--- src/rtl/mac_pkg.sv ---
package mac_pkg;
  localparam int DATA_W  = 16;
  localparam int GUARD_W = 8;
  localparam int ACC_W   = GUARD_W + 2 * DATA_W;

  typedef enum logic [1:0] {
    OP_MPY  = 2'd0,
    OP_MAC  = 2'd1,
    OP_MSU  = 2'd2,
    OP_LOAD = 2'd3
  } mac_op_e;
endpackage

--- src/rtl/mac_product.sv ---
module mac_product #(
  parameter int DW = 16,
  parameter int AW = 40
) (
  input  logic signed [DW-1:0] a,
  input  logic signed [DW-1:0] b,
  input  logic                 frac,
  output logic signed [AW-1:0] prod
);
  localparam int PW = 2 * DW;

  logic signed [PW-1:0] raw;
  logic signed [AW-1:0] wide;

  assign raw  = a * b;
  assign wide = AW'(raw);
  assign prod = frac ? (wide <<< 1) : wide;
endmodule

--- src/rtl/mac_rounder.sv ---
module mac_rounder #(
  parameter int AW = 40,
  parameter int RB = 16
) (
  input  logic [AW-1:0] din,
  input  logic          en,
  output logic [AW-1:0] dout
);
  localparam logic [AW-1:0] HALF = AW'(1) << (RB - 1);
  localparam logic [RB-1:0] TIE  = RB'(1) << (RB - 1);

  logic [AW-1:0] bumped;
  logic [AW-1:0] rounded;

  always_comb begin
    bumped  = din + HALF;
    rounded = {bumped[AW-1:RB], {RB{1'b0}}};
    if (din[RB-1:0] == TIE) rounded[RB] = 1'b0;
    dout = en ? rounded : din;
  end

  always_comb begin
    if (en) a_r7_low_cleared: assert (dout[RB-1:0] == '0);
  end
endmodule

--- src/rtl/mac_limiter.sv ---
module mac_limiter #(
  parameter int DW = 16,
  parameter int AW = 40
) (
  input  logic [AW-1:0] acc,
  output logic [DW-1:0] word,
  output logic          ovf
);
  localparam int BODY_W = 2 * DW;
  localparam int TOP_W  = AW - BODY_W + 1;

  logic [TOP_W-1:0] top;
  logic [DW-1:0]    pos_max;
  logic [DW-1:0]    neg_max;

  assign top     = acc[AW-1:BODY_W-1];
  assign pos_max = {1'b0, {(DW-1){1'b1}}};
  assign neg_max = {1'b1, {(DW-1){1'b0}}};

  always_comb begin
    ovf  = !((top == '0) || (top == '1));
    word = ovf ? (acc[AW-1] ? neg_max : pos_max) : acc[BODY_W-1:DW];
  end

  always_comb begin
    if (ovf) a_r8_limited_value: assert (word == pos_max || word == neg_max);
  end
endmodule

--- src/rtl/dual_acc_mac.sv ---
module dual_acc_mac
  import mac_pkg::*;
(
  input  logic              clk,
  input  logic              rst_n,
  input  logic              clr,
  input  logic              cmd_valid,
  output logic              cmd_ready,
  input  logic [1:0]        cmd_op,
  input  logic              cmd_dst,
  input  logic              cmd_frac,
  input  logic              cmd_rnd,
  input  logic [DATA_W-1:0] cmd_a,
  input  logic [DATA_W-1:0] cmd_b,
  input  logic              rd_sel,
  input  logic              rd_en,
  output logic [DATA_W-1:0] rd_data,
  output logic [ACC_W-1:0]  rd_full,
  output logic              limit
);
  localparam int NACC  = 2;
  localparam int DST_W = $clog2(NACC);

  logic [ACC_W-1:0] acc_q [NACC];
  logic signed [ACC_W-1:0] prod;
  logic [ACC_W-1:0] base, sum, load_val, pre_rnd, wr_val;
  logic             rd_ovf;
  mac_op_e          op;

  assign op        = mac_op_e'(cmd_op);
  assign cmd_ready = 1'b1;

  mac_product #(.DW(DATA_W), .AW(ACC_W)) u_prod (
    .a(cmd_a), .b(cmd_b), .frac(cmd_frac), .prod(prod)
  );

  always_comb begin
    base     = (op == OP_MPY) ? '0 : acc_q[cmd_dst];
    sum      = (op == OP_MSU) ? base - prod : base + prod;
    load_val = {{(ACC_W - 2 * DATA_W){cmd_a[DATA_W-1]}}, cmd_a, {DATA_W{1'b0}}};
    pre_rnd  = (op == OP_LOAD) ? load_val : sum;
  end

  mac_rounder #(.AW(ACC_W), .RB(DATA_W)) u_rnd (
    .din(pre_rnd), .en(cmd_rnd), .dout(wr_val)
  );

  for (genvar i = 0; i < NACC; i++) begin : g_acc
    always_ff @(posedge clk) begin
      if (!rst_n || clr) acc_q[i] <= '0;
      else if (cmd_valid && cmd_dst == DST_W'(i)) acc_q[i] <= wr_val;
    end
  end

  assign rd_full = acc_q[rd_sel];

  mac_limiter #(.DW(DATA_W), .AW(ACC_W)) u_lim (
    .acc(rd_full), .word(rd_data), .ovf(rd_ovf)
  );

  always_ff @(posedge clk) begin
    if (!rst_n || clr) limit <= 1'b0;
    else if (rd_en && rd_ovf) limit <= 1'b1;
  end

  a_r10_clear_all: assert property (@(posedge clk) disable iff (!rst_n)
    clr |=> (acc_q[0] == '0 && acc_q[1] == '0 && !limit));

  a_r9_limit_sticky: assert property (@(posedge clk) disable iff (!rst_n)
    (limit && !clr) |=> limit);

  a_r9_limit_set: assert property (@(posedge clk) disable iff (!rst_n)
    (rd_en && rd_ovf && !clr) |=> limit);

  a_r5_other_holds: assert property (@(posedge clk) disable iff (!rst_n)
    (!clr && cmd_dst == 1'b0) |=> $stable(acc_q[1]));

  a_r11_idle_hold: assert property (@(posedge clk) disable iff (!rst_n)
    (!cmd_valid && !clr) |=> ($stable(acc_q[0]) && $stable(acc_q[1])));

  a_r7_round_written: assert property (@(posedge clk) disable iff (!rst_n)
    (cmd_valid && cmd_rnd && !clr) |=> (acc_q[$past(cmd_dst)][DATA_W-1:0] == '0));

  a_r12_ready: assert property (@(posedge clk) disable iff (!rst_n) cmd_ready);
endmodule

--- config.mk ---
export PLATFORM = sky130hd
export DESIGN_NAME = dual_acc_mac
export DESIGN_NICKNAME = d
export VERILOG_FILES = /design/src/rtl/mac_pkg.sv /design/src/rtl/mac_product.sv /design/src/rtl/mac_rounder.sv /design/src/rtl/mac_limiter.sv /design/src/rtl/dual_acc_mac.sv
export SDC_FILE = /design/constraint.sdc
export NUM_CORES = 1
export LEC_CHECK = 0
export ABC_AREA = 1
export BUFFER_PORTS_ARGS = -buffer_cell sky130_fd_sc_hd__buf_2
export CAP_MARGIN = 20
export CORE_ASPECT_RATIO = 1.25
export CORE_MARGIN = 5
export CORE_UTILIZATION = 45
export DETAILED_ROUTE_END_ITERATION = 8
export GPL_TIMING_DRIVEN = 0
export PLACE_DENSITY = 0.61
export SETUP_SLACK_MARGIN = 0.02
export SKIP_CTS_REPAIR_TIMING = 1
export SYNTH_ARGS = -nofsm -noshare
export SYNTH_HDL_FRONTEND = slang
export SYNTH_SLANG_ARGS = --single-unit
--- constraint.sdc ---
create_clock -name clk -period 10.4 [get_ports clk]
set_input_delay 1.56 -clock clk [delete_from_list [all_inputs] [get_ports clk]]
set_output_delay 1.56 -clock clk [all_outputs]
set_load 0.02 [all_outputs]
* Yosys cells after proc, flatten, opt, wreduce, memory -nomap -nowiden *
Memories as Yosys holds them, arrays and structs flattened.
Index checks and enable logic that the tools add are counted.

storage, ports and cells
  register bits = 1
  RAM bits = 80
  bits of input ports = 43
  output and inout bits = 58
  word-level logic and storage cells = 40
  memories = 1

memory list
  name   depth  bits a word  rd ports  clocked after memory_dff  write ports  RTL line            source
  acc_q  2      40           2         0                         2            dual_acc_mac.sv:24  logic [ACC_W-1:0] acc_q [NACC];

cells by class
  add/sub/neg operators = 3
  $mul = 1
  eq/ne operators = 4
  mux-type cells = 18
  bitwise operators = 3
  reductions and logical operators = 9

operators by type and width
  cell                      number
  $mux W40                  6
  $add A40 B16 Y40 const B  1
  $add A40 B40 Y40          1
  $sub A40 B40 Y40          1
  $mul A16 B16 Y32          1
  $mux W16                  2
  $mux W32                  1
  $eq A16 B16 Y1 const B    1
  $eq A9 B9 Y1 const B      1
  $logic_not A9 Y1          1
  $mux W1                   9
  $eq A2 B2 Y1 const B      2
  $logic_and A1 B1 Y1       3
  $logic_not A1 Y1          2
  $logic_not A2 Y1          1
  $logic_or A1 B1 Y1        2
  $or A1 B1 Y1              2
  $not A1 Y1                1

* Longest topological paths before layout *
Gate-level depths: netlist of the first run.

  depth after elaboration = 9
  depth in mapped cells = 59
  depth with buffers taken out = 57

* Modules after synthesis *
A second synthesis of the first run with hierarchy kept.

second synthesis, totals
  cell total of the unflattened synthesis = 3124
  area total of the unflattened synthesis = 20777.4 µm²

modules (own cells, without submodules)
  module        times used  cells each  area each (µm²)  seq. area each (µm²)
  mac_product   1           1552        11267.1          0.0
  dual_acc_mac  1           1337        8364.3           2422.3
  mac_rounder   1           181         878.3            0.0
  mac_limiter   1           54          267.8            0.0

* Worst setup path after synthesis of the first run *
OpenSTA, ideal clock, no wires.

  path kind = input to register
  from = input port cmd_a[15]
  to = memory acc_q[0][39] (netlist bit), data pin
  setup time = 0.270 ns
  arrival = 9.467 ns
  required time = 10.130 ns
  path slack = 0.663 ns
  cell stages on the path = 47
  path buffers = 2
  cells stage by stage = clkbuf_1 > clkbuf_1 > nand2_1 > inv_1 > fa_1 > fa_1 > fa_1 > fa_1 > fa_1 > inv_1 > fa_1 > inv_1 > ha_1 > nand2_1 > nor2_1 > nand2_1 > nor3_1 > nand2_1 > (+11 left out) > ha_1 > nand2_1 > nor2_1 > nand2_1 > nor3_1 > nand3_1 > nand3_1 > nand2_1 > nand3_1 > nand2_1 > inv_1 > nand2_1 > nor2_1 > nand4_2 > nor2_2 > nand2_1 > nand3_1 > a21oi_1

RTL lines
  what             RTL line            source
  start, declared  dual_acc_mac.sv:13  input logic [DATA_W-1:0] cmd_a,
  end, declared    dual_acc_mac.sv:24

==> results of run 1 <==
[cell usage in the layout (no fill, tap or decap), types with 19 or more instances in the layout]
master    synthesis  final
nand2_1         838    774
inv_1           741    719
fa_1            263    255
nor2_1          256    193
nand3_1         128    108
o21ai_0         129    102
a21oi_1         132    100
ha_1            123     84
edfxtp_1         80     80
buf_2             2     70
nand2_2          10     68
buf_4             1     65
nor2_2           18     52
clkbuf_1        102     41
nand4_1          32     32
a21oi_2           4     32
nor2_4            2     31
ha_4              0     30
xor2_1           46     27
inv_2             4     26
o21ai_1          14     25
buf_6             1     22
nand3_2           2     22
xnor2_1          21     19
[worst reg2reg max path, stage by stage (launching register included)]
cell	delay (ns)
edfxtp_1	0.32
inv_1	0.04
a21oi_1	0.12
o21ai_0	0.13
ha_1	0.26
fa_1	0.50
nor2_2	0.18
nand2_1	0.08
nand2_2	0.12
a21o_1	0.23
nand2_1	0.09
nand2_2	0.12
xnor2_1	0.09
a21oi_2	0.18
ha_1	0.16
nand2_1	0.07
inv_1	0.12
nand3_2	0.11
nor2_4	0.16
nand2_2	0.10
nor2_4	0.15
buf_12	0.15
nand4_4	0.15
nor2_4	0.15
nand2_1	0.06
nand3_1	0.09
a21oi_1	0.08
[per-stage QoR]
step	hold slack, ns	util (%)
final	0.471	53.9
after global routing	0.508	53.9
after CTS	0.477	48.4
after detailed placement	0.463	47.8
after global placement	0.444	47.6
after floorplan	0.593	-
[logic make-up (layout without fill, tap and decap cells)]
group | Yosys count | count (layout)
and+or+nand+nor | 1341 | 1341
buffers and inverters | 857 | 1000
adders and majority gates | 386 | 386
AOI/OAI and AO/OA | 313 | 313
DFF | 81 | 81
xor gates and xnor gates | 67 | 67
other | 1 | 1
muxes | 1 | 1
[layout make-up]
class | instances | area, um^2 | area share [%]
Buffer | 111 | 758 | 3.14
Clock buffer | 9 | 225 | 0.932
Clock inverter | 7 | 37.5 | 0.155
Inverter | 746 | 2800 | 11.6
Multi-Input combinational cell | 2109 | 16300 | 67.6
Sequential cell | 81 | 2420 | 10.0
Tap cell | 578 | 723 | 2.99
Timing Repair Buffer | 127 | 861 | 3.56
[path summary, 6_finish.rpt]
path,end,slack (ns),depth (start not counted),from
worst min register to register,limit,0.47,1,limit
worst max register to register,acc_q[0][39],6.12,26,acc_q[0][0]
worst min-delay path,limit,0.47,1,limit
worst max-delay path,acc_q[0][39],0.24,49,cmd_a[15]
[flip-flops by register name, indices dropped and copies added, names as in the netlist]
register / flops
limit: 1
acc_q: 80
[layer usage]
metal  vias to the layer above  share of wire [%]  global-route usage (%)
met2                       610                 53                    57.9
li1                       9405                  -                       -
met3                       234                3.9                    2.61
met1                      9532                 34                    30.6
met4                         2                8.7                    21.0
met5                         -              0.018                       0
==> run_results.csv, run 1 <==
group,metric,value,unit
placement,place_congestion,1.04,
hold_path,min_path_type,"reg -> reg",
synthesis,yosys.area.top_type,"fa_1",
clock_tree,clock-sinks,81,
timing,max-slew-margin-rel,34.3,%
synthesis,synthMuxAreaShare,0.0555,%
routing,routed_wirelength,75.9,mm
layout,final_design_area_no_fill,0.0242,mm^2
routing,via_per_inst,5.25,
timing,maxSlewViolCount,0,
die,fp-row-count,87,
global_routing,grt_pass1_vias,20100,
die,die_h,247,um
worst_setup_path,cp_slowest_cell,"fa_2",
routing,ant_nets,0,
synthesis,yosysUniqueCellTypes,51,
die,start_util,45.2,%
synthesis,ys_warn_count,0,
synthesis,yosysTopAreaCellShare,26.0,%
worst_setup_path,critPathTopFamily,"adder cells",
timing,fin_skew,0.0109,ns
worst_setup_path,cp_max_fo,10,
die,ios,101,
global_routing,grt_max_degree,28,
clock_tree,cts_tree,"built",
synthesis,synth-compound-area-share,8.27,%
routing,drt_first_pass_iters,5,
synthesis,synthTopCellsByCount,"nand2_1, inv_1, fa_1",
routing,drt_iter0_markers,1022,
synthesis,synthAdderAreaFrac,33.5,%
timing,setup_violations,0,
layout,fin_cells,3768,
routing,vias,19800,
clock_tree,max-clock-path-buffers,2,
timing,timing.final.crit_period,10.16,ns
timing,worst_pin_slew,0.985,ns
timing,period_share,97.7,%
routing,wl_per_cell,20.2,um
synthesis,async_flop_share,0,%
layout,fillers,4460,
worst_setup_path,arrival,10.24,ns
clock_tree,htreeDepth,3,
global_routing,grtUsageTotal,30.3,%
die,dieArea,0.0494,mm^2
synthesis,netlist_area,0.0203,mm^2
synthesis,synth_area_leaders,"fa_1, nand2_1, inv_1",
synthesis,avgSynthCellArea,6.66,um^2
routing,route.detailed.drc,0,
worst_setup_path,path_buf_inv,9,
synthesis,synthCells,3047,
timing,fmaxAchievable,98.4,MHz
worst_setup_path,endpoint_kind,"register",
synthesis,yosysSeqAreaShare,11.9,%
placement,hpwl,65.0,mm
clock_tree,clk_pin_slew,0.06,ns
clock_tree,clkLatencyLatePin,0.36,ns
placement,io_buffer_count,67,
synthesis,synthesis.nets,3476,
synthesis,ys_ff_latch,81,
worst_setup_path,worst-endpoint-required,10.48,ns
clock_tree,root_buffer,"clkbuf_16",
global_routing,antenna_found_initial,2,
synthesis,synth_edf_count,80,
worst_setup_path,cp_slowest_stage_delay,0.67,ns
global_routing,grt_pass1_wl,113,mm
worst_setup_path,criticalPathCategory,"in -> reg",
placement,place_area,0.0214,mm^2
synthesis,ys.flop_type,"edfxtp_1",
worst_setup_path,crit_top_cell,"nand2_1",
timing,setup_tns,0,ns
die,core_area,0.0448,mm^2
synthesis,synth_top_family_by_area,"adder cells",
job,maxCapViolCount,0,
timing,setup_ws,0.238,ns
layout,drive_gt1_share,18.1,%
die,die_x,200,um
layout,antennaDiodeCount,0,
layout,nets,3614,
timing,hold_viol,0,
synthesis,synth.most_common_cell,"nand2_1",
layout,area_delta_synth_final,19.2,%
placement,dp_cells,3695,
clock_tree,cts_buffers,9,
worst_setup_path,critPathLaunchType,"primary input",
placement,place_ws,-2.36,ns
status,status,"complete, no violations",
global_routing,overflow,0,
synthesis,synth-simple-area-share,27.3,%
synthesis,synth_xor_area_share,2.89,%
Power of run 1 is left out: the tool's default activity adds up to more than one toggle a clock period on the data nets, which glitch-free logic cannot reach.
==> run 2: changes to the inputs <==
--- a/config.mk
+++ b/config.mk
@@ -13,7 +13,8 @@
 export CORE_UTILIZATION = 45
 export DETAILED_ROUTE_END_ITERATION = 8
 export GPL_TIMING_DRIVEN = 0
-export PLACE_DENSITY = 0.61
+export PLACE_DENSITY = 0.63
+export REMOVE_ABC_BUFFERS = 1
 export SETUP_SLACK_MARGIN = 0.02
 export SKIP_CTS_REPAIR_TIMING = 1
 export SYNTH_ARGS = -nofsm -noshare
==> constraint.sdc (replaced) <==
create_clock -name clk -period 8.4 [get_ports clk]
set_input_delay 1.26 -clock clk [delete_from_list [all_inputs] [get_ports clk]]
set_output_delay 1.26 -clock clk [all_outputs]
set_load 0.02 [all_outputs]
==> run_results.csv, run 2 (synthesis results as in run 1) <==
group,metric,value,unit
layout,drive_gt1_share,26.8,%
clock_tree,root_buffer,"clkbuf_16",
worst_setup_path,arrival,9.42,ns
timing,fmaxAchievable,107,MHz
global_routing,grt_pass1_wl,95.6,mm
layout,area_delta_synth_final,27.0,%
layout,final_cell_mix,"nand2_1, inv_1, fa_1",
timing,max-slew-margin-rel,36.9,%
clock_tree,htreeDepth,3,
layout,antennaDiodeCount,0,
timing,setup_ws,-0.919,ns
die,start_util,45.2,%
placement,place_congestion,1.02,
timing,worst_pin_slew,0.946,ns
job,maxCapViolCount,0,
worst_setup_path,critPathLaunchType,"primary input",
die,die_x,200,um
hold_path,min_path_type,"reg -> reg",
layout,multiInputGateArea,0.0173,mm^2
timing,rsz0062_at_grt,"yes",
layout,regMostFlops,"acc_q",
clock_tree,clock-sinks,81,
routing,ant_nets,0,
worst_setup_path,cp_slowest_cell,"fa_1",
worst_setup_path,criticalPathCategory,"in -> reg",
die,dieArea,0.0494,mm^2
placement,hpwl,50.7,mm
die,fp-row-count,87,
clock_tree,clkLatencyLatePin,0.36,ns
global_routing,grt_pass1_vias,18900,
routing,via_per_inst,5.10,
timing,setup_violations,40,
die,die_h,247,um
global_routing,antenna_found_initial,1,
worst_setup_path,cp_max_fo,8,
layout,largest_reg_flops,80,
routing,vias,19200,
timing,period_share,111,%
worst_setup_path,crit_top_cell,"nand2_2",
routing,routed_wirelength,63.2,mm
clock_tree,clk_pin_slew,0.06,ns
timing,maxSlewViolCount,0,
global_routing,grt_max_degree,63,
clock_tree,max-clock-path-buffers,2,
global_routing,grtUsageTotal,24.2,%
placement,dp_cells,3622,
die,ios,101,
routing,wl_per_cell,16.7,um
worst_setup_path,endpoint_kind,"register",
layout,reg_top3,"acc_q: 80 flops, limit: 1 flops",
routing,route.detailed.drc,0,
worst_setup_path,cp_slowest_stage_delay,0.53,ns
layout,fillers,4212,
status,status,"complete, but fails checks",
layout,final_common_cell,"nand2_1",
layout,fin_cells,3773,
status,violations,"negative setup slack",
placement,io_buffer_count,99,
timing,fin_skew,0.00757,ns
layout,seq_area,0.00242,mm^2
clock_tree,cts_tree,"built",
routing,drt_iter0_markers,813,
worst_setup_path,worst-endpoint-required,8.50,ns
layout,nets,3619,
routing,drt_first_pass_iters,5,
global_routing,overflow,0,
timing,hold_viol,0,
clock_tree,cts_buffers,9,
timing,timing.final.crit_period,9.32,ns
die,core_area,0.0448,mm^2
run 2: layout make-up:
class,instances,area share [%]
Inverter,746,10.9
Multi-Input combinational cell,2109,67.2
Sequential cell,81,9.40
Tap cell,578,2.81
Clock buffer,9,0.874
Timing Repair Buffer,243,8.52
Clock inverter,7,0.209
run 2: routing by layer:
layer | routed length (um) | GRT usage (%)
met1 | 24400 | 28.3
met2 | 35200 | 46.7
met4 | 1690 | 7.39
met3 | 1870 | 1.89
met5 | 0 | 0
run 2: path summary, 6_finish.rpt:
check | cells past startpoint | from | slack, ns | end
setup / recovery | 57 | cmd_b[4] | -0.92 | acc_q[1][36]
hold / removal | 1 | limit | 0.49 | limit
setup reg to reg | 23 | acc_q[0][1] | 4.19 | acc_q[1][39]
hold reg to reg | 1 | limit | 0.49 | limit
run 2: per-stage QoR:
stage	hold slack, ns	utilization, %	setup slack [ns]	instance area [um^2]	TNS, ns
finish	0.490	57.5	-0.919	25800	-23.20
global route	0.508	57.5	-1.30	25800	-40.25
CTS	0.506	48.1	-2.65	21600	-87.15
detailed placement	0.490	47.4	-3.03	21300	-107.09
global placement	0.444	47.0	-3.05	21100	-108.61
floorplan	0.593	-	-0.632	19900	-15.82
run 2: critical path: cells and delay by family:
kind / cells / cell delay, ns
buffers and inverters: 14 / 0.97
AO/OA/AOI/OAI: 3 / 0.34
adder cells (fa/ha/maj): 8 / 3.16
AND/OR/NAND/NOR: 32 / 3.65
Power of run 2 is left out for the same reason.
